**src/rtl/dbmu_pkg.sv**
```systemverilog
package dbmu_pkg;

  // Word offsets shared by both ports; message and later offsets
  // follow from the number of message registers per direction.
  localparam int unsigned OFS_IDB = 0;
  localparam int unsigned OFS_ODB = 1;
  localparam int unsigned OFS_IMSG = 2;

  function automatic int unsigned ofs_omsg(int unsigned nmsg);
    return OFS_IMSG + nmsg;
  endfunction

  function automatic int unsigned ofs_stat(int unsigned nmsg);
    return OFS_IMSG + 2 * nmsg;
  endfunction

  function automatic int unsigned ofs_mask(int unsigned nmsg);
    return OFS_IMSG + 2 * nmsg + 1;
  endfunction

  function automatic int unsigned ofs_ctrl(int unsigned nmsg);
    return OFS_IMSG + 2 * nmsg + 2;
  endfunction

  // Extended doorbells: processor p set at base+2p, clear at base+2p+1
  function automatic int unsigned ofs_xdb(int unsigned nmsg);
    return OFS_IMSG + 2 * nmsg + 3;
  endfunction

endpackage

```
**src/rtl/dbmu_bitreg.sv**
```systemverilog
// Doorbell storage: bits set by one write source, cleared by another.
// A set and a clear of the same bit in one cycle leaves the bit set.
module dbmu_bitreg #(
  parameter int unsigned W = 32
) (
  input  logic         clk,
  input  logic         rst,
  input  logic [W-1:0] set_i,
  input  logic [W-1:0] clr_i,
  output logic [W-1:0] q_o,
  output logic [W-1:0] nxt_o
);

  assign nxt_o = (q_o & ~clr_i) | set_i;

  always_ff @(posedge clk) begin
    if (rst) q_o <= '0;
    else     q_o <= nxt_o;
  end

endmodule

```
**src/rtl/dbmu_msgbank.sv**
```systemverilog
// Message registers of one direction with their pending flags.
module dbmu_msgbank #(
  parameter int unsigned DW = 32,
  parameter int unsigned N  = 2
) (
  input  logic                 clk,
  input  logic                 rst,
  input  logic [N-1:0]         wr_i,
  input  logic [DW-1:0]        wdata_i,
  input  logic [N-1:0]         clr_i,
  output logic [N-1:0][DW-1:0] data_o,
  output logic [N-1:0]         pend_o,
  output logic [N-1:0]         pend_nxt_o
);

  assign pend_nxt_o = (pend_o & ~clr_i) | wr_i;

  always_ff @(posedge clk) begin
    if (rst) pend_o <= '0;
    else     pend_o <= pend_nxt_o;
  end

  for (genvar i = 0; i < N; i++) begin : g_msg
    always_ff @(posedge clk) begin
      if (rst)        data_o[i] <= '0;
      else if (wr_i[i]) data_o[i] <= wdata_i;
    end
  end

endmodule

```
**src/rtl/dbmu_irq.sv**
```systemverilog
// Registered interrupt from next-state sources, so the output moves on
// the same edge as the register write that causes it.
module dbmu_irq #(
  parameter int unsigned N          = 1,
  parameter bit          ACTIVE_LOW = 1'b0
) (
  input  logic         clk,
  input  logic         rst,
  input  logic [N-1:0] src_nxt_i,
  input  logic [N-1:0] mask_nxt_i,
  input  logic         enable_nxt_i,
  output logic         irq_o
);

  logic hit;
  assign hit = enable_nxt_i & (|(src_nxt_i & ~mask_nxt_i));

  if (ACTIVE_LOW) begin : g_low
    always_ff @(posedge clk) begin
      if (rst) irq_o <= 1'b1;
      else     irq_o <= ~hit;
    end
  end else begin : g_high
    always_ff @(posedge clk) begin
      if (rst) irq_o <= 1'b0;
      else     irq_o <= hit;
    end
  end

endmodule

```
**src/rtl/dbmu_top.sv**
```systemverilog
module dbmu_top #(
  parameter int unsigned DW    = 32,
  parameter int unsigned NMSG  = 2,
  parameter int unsigned NPROC = 2,
  parameter int unsigned AW    = 4
) (
  input  logic             clk,
  input  logic             rst,
  input  logic             loc_en,
  input  logic             loc_we,
  input  logic [AW-1:0]    loc_addr,
  input  logic [DW-1:0]    loc_wdata,
  output logic [DW-1:0]    loc_rdata,
  input  logic             host_en,
  input  logic             host_we,
  input  logic [AW-1:0]    host_addr,
  input  logic [DW-1:0]    host_wdata,
  output logic [DW-1:0]    host_rdata,
  output logic             lcl_irq,
  output logic             host_irq_n,
  output logic [NPROC-1:0] xirq
);
  import dbmu_pkg::*;

  localparam int unsigned A_IDB  = OFS_IDB;
  localparam int unsigned A_ODB  = OFS_ODB;
  localparam int unsigned A_IMSG = OFS_IMSG;
  localparam int unsigned A_OMSG = ofs_omsg(NMSG);
  localparam int unsigned A_STAT = ofs_stat(NMSG);
  localparam int unsigned A_MASK = ofs_mask(NMSG);
  localparam int unsigned A_CTRL = ofs_ctrl(NMSG);
  localparam int unsigned A_XDB  = ofs_xdb(NMSG);
  localparam int unsigned SW     = NMSG + 1;   // status/mask width

  logic lw, hw;
  assign lw = loc_en & loc_we;
  assign hw = host_en & host_we;

  // control and masks
  logic          en_q, en_nxt;
  logic [SW-1:0] lmask_q, lmask_nxt, hmask_q, hmask_nxt;

  // doorbells
  logic [DW-1:0] idb_set, idb_clr, idb_q, idb_nxt;
  logic [DW-1:0] odb_set, odb_clr, odb_q, odb_nxt;

  // messages
  logic [NMSG-1:0]         imsg_wr, imsg_clr, imsg_pend, imsg_pend_nxt;
  logic [NMSG-1:0]         omsg_wr, omsg_clr, omsg_pend, omsg_pend_nxt;
  logic [NMSG-1:0][DW-1:0] imsg_data, omsg_data;

  // extended doorbells
  logic [NPROC-1:0][DW-1:0] xset, xclr, xdb_q, xdb_nxt;

  // write decode
  always_comb begin
    idb_set  = (hw && en_q && host_addr == AW'(A_IDB)) ? host_wdata : '0;
    idb_clr  = (lw && en_q && loc_addr  == AW'(A_IDB)) ? loc_wdata  : '0;
    odb_set  = (lw && en_q && loc_addr  == AW'(A_ODB)) ? loc_wdata  : '0;
    odb_clr  = (hw && en_q && host_addr == AW'(A_ODB)) ? host_wdata : '0;
    imsg_clr = (lw && en_q && loc_addr  == AW'(A_STAT)) ? loc_wdata[NMSG-1:0]  : '0;
    omsg_clr = (hw && en_q && host_addr == AW'(A_STAT)) ? host_wdata[NMSG-1:0] : '0;
    for (int i = 0; i < NMSG; i++) begin
      imsg_wr[i] = hw && en_q && host_addr == AW'(A_IMSG + i);
      omsg_wr[i] = lw && en_q && loc_addr  == AW'(A_OMSG + i);
    end
    for (int p = 0; p < NPROC; p++) begin
      xset[p] = (lw && !en_q && loc_addr == AW'(A_XDB + 2 * p))     ? loc_wdata : '0;
      xclr[p] = (lw && !en_q && loc_addr == AW'(A_XDB + 2 * p + 1)) ? loc_wdata : '0;
    end
    lmask_nxt = (lw && loc_addr  == AW'(A_MASK)) ? loc_wdata[SW-1:0]  : lmask_q;
    hmask_nxt = (hw && host_addr == AW'(A_MASK)) ? host_wdata[SW-1:0] : hmask_q;
    en_nxt    = (lw && loc_addr  == AW'(A_CTRL)) ? loc_wdata[0] : en_q;
  end

  always_ff @(posedge clk) begin
    if (rst) begin
      en_q    <= 1'b1;
      lmask_q <= '0;
      hmask_q <= '0;
    end else begin
      en_q    <= en_nxt;
      lmask_q <= lmask_nxt;
      hmask_q <= hmask_nxt;
    end
  end

  dbmu_bitreg #(.W(DW)) u_idb (
    .clk(clk), .rst(rst), .set_i(idb_set), .clr_i(idb_clr),
    .q_o(idb_q), .nxt_o(idb_nxt)
  );

  dbmu_bitreg #(.W(DW)) u_odb (
    .clk(clk), .rst(rst), .set_i(odb_set), .clr_i(odb_clr),
    .q_o(odb_q), .nxt_o(odb_nxt)
  );

  dbmu_msgbank #(.DW(DW), .N(NMSG)) u_imsg (
    .clk(clk), .rst(rst), .wr_i(imsg_wr), .wdata_i(host_wdata),
    .clr_i(imsg_clr), .data_o(imsg_data), .pend_o(imsg_pend),
    .pend_nxt_o(imsg_pend_nxt)
  );

  dbmu_msgbank #(.DW(DW), .N(NMSG)) u_omsg (
    .clk(clk), .rst(rst), .wr_i(omsg_wr), .wdata_i(loc_wdata),
    .clr_i(omsg_clr), .data_o(omsg_data), .pend_o(omsg_pend),
    .pend_nxt_o(omsg_pend_nxt)
  );

  dbmu_irq #(.N(SW), .ACTIVE_LOW(1'b0)) u_lirq (
    .clk(clk), .rst(rst), .src_nxt_i({|idb_nxt, imsg_pend_nxt}),
    .mask_nxt_i(lmask_nxt), .enable_nxt_i(en_nxt), .irq_o(lcl_irq)
  );

  dbmu_irq #(.N(SW), .ACTIVE_LOW(1'b1)) u_hirq (
    .clk(clk), .rst(rst), .src_nxt_i({|odb_nxt, omsg_pend_nxt}),
    .mask_nxt_i(hmask_nxt), .enable_nxt_i(en_nxt), .irq_o(host_irq_n)
  );

  for (genvar p = 0; p < NPROC; p++) begin : g_xdb
    dbmu_bitreg #(.W(DW)) u_xdb (
      .clk(clk), .rst(rst), .set_i(xset[p]), .clr_i(xclr[p]),
      .q_o(xdb_q[p]), .nxt_o(xdb_nxt[p])
    );
    dbmu_irq #(.N(1), .ACTIVE_LOW(1'b0)) u_xirq (
      .clk(clk), .rst(rst), .src_nxt_i(|xdb_nxt[p]), .mask_nxt_i(1'b0),
      .enable_nxt_i(~en_nxt), .irq_o(xirq[p])
    );
  end

  // read multiplexers
  logic [DW-1:0] loc_mux, host_mux;

  always_comb begin
    loc_mux = '0;
    if (loc_addr == AW'(A_IDB))  loc_mux = idb_q;
    if (loc_addr == AW'(A_ODB))  loc_mux = odb_q;
    if (loc_addr == AW'(A_STAT)) loc_mux = DW'({|idb_q, imsg_pend});
    if (loc_addr == AW'(A_MASK)) loc_mux = DW'(lmask_q);
    if (loc_addr == AW'(A_CTRL)) loc_mux = DW'(en_q);
    for (int i = 0; i < NMSG; i++) begin
      if (loc_addr == AW'(A_IMSG + i)) loc_mux = imsg_data[i];
      if (loc_addr == AW'(A_OMSG + i)) loc_mux = omsg_data[i];
    end
    for (int p = 0; p < NPROC; p++) begin
      if (loc_addr == AW'(A_XDB + 2 * p) || loc_addr == AW'(A_XDB + 2 * p + 1))
        loc_mux = xdb_q[p];
    end
  end

  always_comb begin
    host_mux = '0;
    if (host_addr == AW'(A_IDB))  host_mux = idb_q;
    if (host_addr == AW'(A_ODB))  host_mux = odb_q;
    if (host_addr == AW'(A_STAT)) host_mux = DW'({|odb_q, omsg_pend});
    if (host_addr == AW'(A_MASK)) host_mux = DW'(hmask_q);
    for (int i = 0; i < NMSG; i++) begin
      if (host_addr == AW'(A_IMSG + i)) host_mux = imsg_data[i];
      if (host_addr == AW'(A_OMSG + i)) host_mux = omsg_data[i];
    end
  end

  always_ff @(posedge clk) begin
    if (rst) begin
      loc_rdata  <= '0;
      host_rdata <= '0;
    end else begin
      if (loc_en && !loc_we)   loc_rdata  <= loc_mux;
      if (host_en && !host_we) host_rdata <= host_mux;
    end
  end

endmodule

```
**config.mk**
```make
export PLATFORM = sky130hd
export DESIGN_NAME = dbmu_top
export DESIGN_NICKNAME = d
export VERILOG_FILES = /design/src/rtl/dbmu_pkg.sv /design/src/rtl/dbmu_bitreg.sv /design/src/rtl/dbmu_msgbank.sv /design/src/rtl/dbmu_irq.sv /design/src/rtl/dbmu_top.sv
export SDC_FILE = /design/constraint.sdc
export NUM_CORES = 1
export LEC_CHECK = 0
export ABC_AREA = 1
export ABC_CLOCK_PERIOD_IN_PS = 2400
export BUFFER_PORTS_ARGS = -buffer_cell sky130_fd_sc_hd__buf_2
export CAP_MARGIN = 20
export CORE_ASPECT_RATIO = 1.75
export CORE_MARGIN = 5
export CORE_UTILIZATION = 43
export DETAILED_ROUTE_END_ITERATION = 8
export SLEW_MARGIN = 20
export SYNTH_ARGS = -nofsm -noshare
export SYNTH_HDL_FRONTEND = slang
export SYNTH_SLANG_ARGS = --single-unit
```
**constraint.sdc**
```tcl
create_clock -name clk -period 2.4 [get_ports clk]
set_input_delay 0.72 -clock clk [delete_from_list [all_inputs] [get_ports clk]]
set_output_delay 0.72 -clock clk [all_outputs]
set_load 0.02 [all_outputs]
```
# ---- Word level (Yosys, flattened, before mapping)
# Cells that the tools add are included.
dict set report op_classes {
  add_sub_neg 0
  n_mul 0
  n_div 0
  magnitude_cmp 0
  n_eq_ne 19
  n_shift 0
  mux 32
  bitwise 30
  reduce_logical 37
}
# op n
set ops {}
lappend ops {{32-bit 2-to-1 mux} 27}
lappend ops {{32-bit OR reduction} 6}
lappend ops {{32-bit bitwise AND} 4}
lappend ops {{32-bit inverter} 4}
lappend ops {{32-bit OR} 4}
lappend ops {{4-bit by 3-bit == test with 1-bit output, second input constant} 8}
lappend ops {{1-bit logical AND} 22}
lappend ops {{4-bit == test, second input constant} 5}
lappend ops {{4-bit by 2-bit == test with 1-bit output, second input constant} 4}
lappend ops {{4-bit by 1-bit == test with 1-bit output, second input constant} 2}
lappend ops {{4-bit logical NOT} 2}
lappend ops {{1-bit bitwise AND} 6}
lappend ops {{3-bit bitwise AND} 2}
lappend ops {{3-bit 2-to-1 mux} 2}
lappend ops {{3-bit inverter} 2}
lappend ops {{3-bit OR reduction} 2}
lappend ops {{2-bit bitwise AND} 2}
lappend ops {{2-bit 2-to-1 mux} 2}
lappend ops {{2-bit inverter} 2}
lappend ops {{2-bit OR} 2}
lappend ops {{1-bit logical NOT} 3}
lappend ops {{1-bit logical OR} 2}
lappend ops {{1-bit inverter} 2}
lappend ops {{1-bit 2-to-1 mux} 1}
dict set report word_totals {
  ff_bits 335
  latch_bits 0
  ram_bits 0
  mem_bits_ro 0
  word_cells 137
  n_memories 0
}

# ---- Logic depth before layout (Yosys ltp)
dict set report depth {
  depth_word 12
  ltp_mapped 15
}

# ---- Cells and area by module
# From an unflattened synthesis, not the netlist that was laid out.
dict set report hier_totals {
  cells_unflattened 2839
  hier_area_um2 17798.3
}
# module n_inst cells_per_inst area_per_inst_um2 seq_area_each_um2
set modules_own_cells {}
lappend modules_own_cells {dbmu_top 1 1450 7619.8 1421.4}
lappend modules_own_cells {dbmu_bitreg 4 195 1315.0 640.6}
lappend modules_own_cells {dbmu_msgbank 2 287 2356.0 1321.3}
lappend modules_own_cells {{dbmu_irq at g_xdb[0].u_xirq ...} 2 6 41.3 20.0}
lappend modules_own_cells {{dbmu_irq at u_lirq} 1 12 65.1 20.0}
lappend modules_own_cells {{dbmu_irq at u_hirq} 1 11 58.8 20.0}

# ---- Least setup slack after synthesis
# No wires, ideal clock.
dict set report synth_path {
  path_type {in2reg}
  from {input loc_en}
  to {register g_xdb[0].u_xirq.irq_o}
  t_arrival_ns 1.955
  t_required_ns 2.287
  setup_slack_ns 0.331
  stages 13
  cell_sequence {nand2_1 > nor2_2 > buf_4 > nand4_4 > buf_2 > o21ai_1 > o21ai_0 > inv_1 > nand4_1 > nor2_1 > nand2_1 > nor2_1 > nor2_1}
}
dict set report synth_between {
  elab_chain_len 9
}
# element line_no
set synth_rtl {}
lappend synth_rtl {{from (decl)} dbmu_top.sv:9} ;# input logic loc_en,
lappend synth_rtl {{1-bit bitwise AND *} dbmu_top.sv:36} ;# assign lw = loc_en & loc_we;
lappend synth_rtl {{1-bit logical AND} {dbmu_top.sv:68, dbmu_top.sv:69}}
lappend synth_rtl {{1-bit logical AND} dbmu_top.sv:69} ;# xclr[p] = (lw && !en_q && loc_addr == AW'(A_XDB + 2 * p + 1)) ? loc_wdata : '0;
lappend synth_rtl {{32-bit 2-to-1 mux} dbmu_top.sv:69}
lappend synth_rtl {{32-bit inverter} dbmu_bitreg.sv:14} ;# assign nxt_o = (q_o & ~clr_i) | set_i;
lappend synth_rtl {{32-bit bitwise AND} dbmu_bitreg.sv:14}
lappend synth_rtl {{32-bit OR} dbmu_bitreg.sv:14}
lappend synth_rtl {{32-bit OR reduction} dbmu_top.sv:126} ;# .clk(clk), .rst(rst), .src_nxt_i(|xdb_nxt[p]), .mask_nxt_i(1'b0),
lappend synth_rtl {{1-bit bitwise AND *} dbmu_irq.sv:16} ;# assign hit = enable_nxt_i & (|(src_nxt_i & ~mask_nxt_i));
lappend synth_rtl {{to (signal assigned)} dbmu_irq.sv:26} ;# else irq_o <= hit;
lappend synth_rtl {{to (decl)} dbmu_irq.sv:12} ;# output logic irq_o
# Mark *: on every way between the ends. The rest lies on a longest branch, timed or not.
# A chain may end at the register's enable or synchronous reset.

# ---- Final worst setup path
dict set report layout_path {
  from {register en_q}
  to {register u_lirq.irq_o}
}
dict set report layout_between {
  elab_chain_len 10
}
# element line_no
set layout_rtl {}
lappend layout_rtl {{from (decl)} dbmu_top.sv:40} ;# logic en_q, en_nxt;
lappend layout_rtl {{from (signal assigned)} dbmu_top.sv:82} ;# en_q <= en_nxt;
lappend layout_rtl {{1-bit logical AND} {dbmu_top.sv:58, dbmu_top.sv:61}}
lappend layout_rtl {{1-bit logical AND} dbmu_top.sv:58} ;# idb_clr = (lw && en_q && loc_addr == AW'(A_IDB)) ? loc_wdata : '0;
lappend layout_rtl {{32-bit 2-to-1 mux} dbmu_top.sv:58}
lappend layout_rtl {{32-bit inverter} dbmu_bitreg.sv:14}
lappend layout_rtl {{32-bit bitwise AND} dbmu_bitreg.sv:14}
lappend layout_rtl {{32-bit OR} dbmu_bitreg.sv:14}
lappend layout_rtl {{32-bit OR reduction} dbmu_top.sv:111} ;# .clk(clk), .rst(rst), .src_nxt_i({|idb_nxt, imsg_pend_nxt}),
lappend layout_rtl {{3-bit bitwise AND} dbmu_irq.sv:16}
lappend layout_rtl {{3-bit OR reduction} dbmu_irq.sv:16}
lappend layout_rtl {{1-bit bitwise AND *} dbmu_irq.sv:16}
lappend layout_rtl {{to (signal assigned)} dbmu_irq.sv:26}
lappend layout_rtl {{to (decl)} dbmu_irq.sv:12}
# Marked as above.

==> impl_metrics.json <==
{
  "setup_violations": 0,
  "worstMarginPinSlew_ns": 0.721,
  "grt.total_usage_pct": 32.3,
  "dieArea_um2": 40700,
  "crit_chain": "buf_4, nand2_1, nor2_4, buf_4, nand2_1, a22oi_1, nand2_1, nor2_1, nand2_1, nor2_1, nand2_1, nand2_1, a21oi_1",
  "synth-seq-cells": 335,
  "leakagePower_nw": 8.07,
  "cts.clk_slew.worst_paths_ns": 0.06,
  "worst-path-max-fanout": 8,
  "cts_tree": "done",
  "slew_viol_final": 0,
  "core_um2": 36100,
  "clkSinkCount": 335,
  "final.setup.tns_ns": 0,
  "hold_slack_ns": 0.461,
  "core.rowCount": 92,
  "synth_area_um2": 15700,
  "cap_violations": 0,
  "hold_path_class": "flop to flop",
  "start_util_pct": 43.5,
  "crit_path_start_kind": "flop",
  "async_flop_share_pct": 0,
  "wirelength_um": 67900,
  "drive_gt1_share_pct": 18.6,
  "clkLatencyLatePin_ns": 0.53,
  "grt-ovfl-total": 0,
  "finalInstanceArea_um2": 19800,
  "fin_skew_ns": 0.0122,
  "pre_cts_ws_ns": -0.388,
  "drt_iter0_markers": 1394,
  "ant_nets": 0,
  "syn_to_final_growth_pct": 25.6,
  "vias": 17500,
  "slowest_delay_ns": 0.43,
  "cp-end-kind": "flop",
  "cts_hold_buf": 0,
  "htree_num_levels": 2,
  "synthesis.nets": 2354,
  "hold_viol": 0,
  "gp_congestion": 0.988,
  "placedCellCount": 2992,
  "finalCritPeriodShare_pct": 93.9,
  "cp_slowest_cell": "dfxtp_1",
  "syn_inst": 2276,
  "die_y_um": 263,
  "worstPathRequired_ns": 2.82,
  "place_hpwl_um": 50500,
  "cp.arrival_ns": 2.67,
  "fin_crit_ns": 2.25,
  "dpl-instance-area_um2": 18600,
  "clockBufferDepth": 3,
  "relSlewSlack_pct": 51.9,
  "cts_root_buffer": "clkbuf_16",
  "worstSetupPathType": "flop to flop",
  "drc": 0,
  "synth_area_per_cell_um2": 6.91,
  "ys_warn_count": 0,
  "ys_seq_area_share_pct": 42.6,
  "synth_ff_type": "dfxtp_1",
  "peakVddDrop_mv": 0.407,
  "rsz0062_at_grt": "no",
  "cts_setup_buffers": 0,
  "power_density_nw_per_um2": 621,
  "avgViaCountPerCell": 5.74,
  "synth.distinct_cells": 40,
  "timing.final.ws_setup_ns": 0.146,
  "crit_path_frequent_cell": "nand2_1",
  "fp.dieW_um": 155,
  "grt_pass1_wl_um": 102000,
  "grt_max_degree": 143,
  "outcome": "finished clean",
  "final_cells": 3051,
  "portBuffers": 145,
  "wire_per_inst_um": 22.2,
  "synth-edff-count": 0,
  "cts_buffers": 34,
  "antenna_found_initial": 2,
  "grt_pass1_vias": 17600,
  "io_pins": 146,
  "dr.pass1.iters": 6,
  "fmax_ghz": 0.444,
  "cts_resized": 0,
  "nets": 2636
}
[kinds of logic after synthesis]
logic type / after synthesis / synth area share (%)
compound gates: 734 / 25.6
buf+inv: 355 / 9.21
simple gates: 851 / 22.5
mux: 1 / 0.0636
flops: 335 / 42.6
[layout make-up]
cell class                 count  area, um2
tap                          470        588
multi-input combinational   1586       7620
clock buffer                  52       1030
inverter                     209        787
sequential                   335       6710
clock inverter                 6       83.8
timing repair buffer         392       2950
antenna                        1       2.50
fill                        3630      16400
[sequential cells by signal, summed over array words and instances (netlist names), 32 cells and up]
| register | flops |
|---|---|
| g_xdb.u_xdb.q_o | 64 |
| u_omsg.data_o | 64 |
| u_imsg.data_o | 64 |
| u_idb.q_o | 32 |
| host_rdata | 32 |
| loc_rdata | 32 |
| u_odb.q_o | 32 |
[critical path: cells and delay by family (launching register included)]
family	cells	cell delay, ns
buffers and inverters	2	0.39
AND/OR/NAND/NOR	9	1.06
AO/OA/AOI/OAI	2	0.26
flip-flops	1	0.43
[where the power goes]
group          switching (mW)  total (mW)  internal (mW)
clock network            2.34        5.51           3.17
registers              0.0513        5.69           5.64
logic                   0.751        1.09          0.342
[final timing paths]
path         slack, ns              start  cells after the start           endpoint
min reg2reg       0.46  u_imsg.data_o[26]                      2  u_imsg.data_o[26]
max               0.15               en_q                     13       u_lirq.irq_o
max reg2reg       0.15               en_q                     13       u_lirq.irq_o
min               0.46  u_imsg.data_o[26]                      2  u_imsg.data_o[26]
[synthesized netlist by cell type (all sizes together) (4+ instances only)]
cell type	n	share of area (%)
nand2	451	11
o21ai	373	12
dfxtp	335	43
nor2	268	6.8
a21oi	239	7.6
inv	206	4.9
clkbuf	102	2.4
nand3	64	2.1
nand4	55	2.3
buf	44	1.8
a31oi	31	1.2
a221oi	29	1.6
o2111ai	28	1.6
a22oi	25	1.2
nor4	7	0.28
o22ai	4	0.20
[layer usage]
metal  share of wire, %  wire [um]  track usage, %  up-vias
met3                5.0       3410            3.80      284
met2                 50      34100            57.4      765
met1                 35      23600            33.4     8231
li1                   -          -               -     8239
met5              0.010          7               0        -
met4                 10       6760            26.9        2
[layout by cell type, fill, tap and decap left out, types with 2 or more instances in the layout]
cell type and instances:
a21oi_1 238, a221oi_1 29, a22o_1 2, a22oi_1 24, a31oi_1 31, buf_12 29, buf_2 144, buf_4 218
bufinv_16 2, clkbuf_1 8, clkbuf_16 35, clkbuf_8 9, clkinv_1 3, clkinv_2 3, dfxtp_1 335, inv_1 198
inv_2 7, nand2_1 445, nand2_2 5, nand3_1 63, nand4_1 54, nor2_1 251, nor2_2 9, nor2_4 7
nor3_2 2, nor4_1 7, o2111ai_1 28, o21ai_0 312, o21ai_1 61, o22ai_1 3
[metrics by stage]
stage	power [mW]	utilization (%)
after floorplan	6.28	-
after global placement	6.87	51.6
after detailed placement	6.88	51.6
after CTS	12.3	54.7
after global routing	12.6	54.7
final	12.3	54.7
Note: power is estimated with default switching activity, not from simulation.
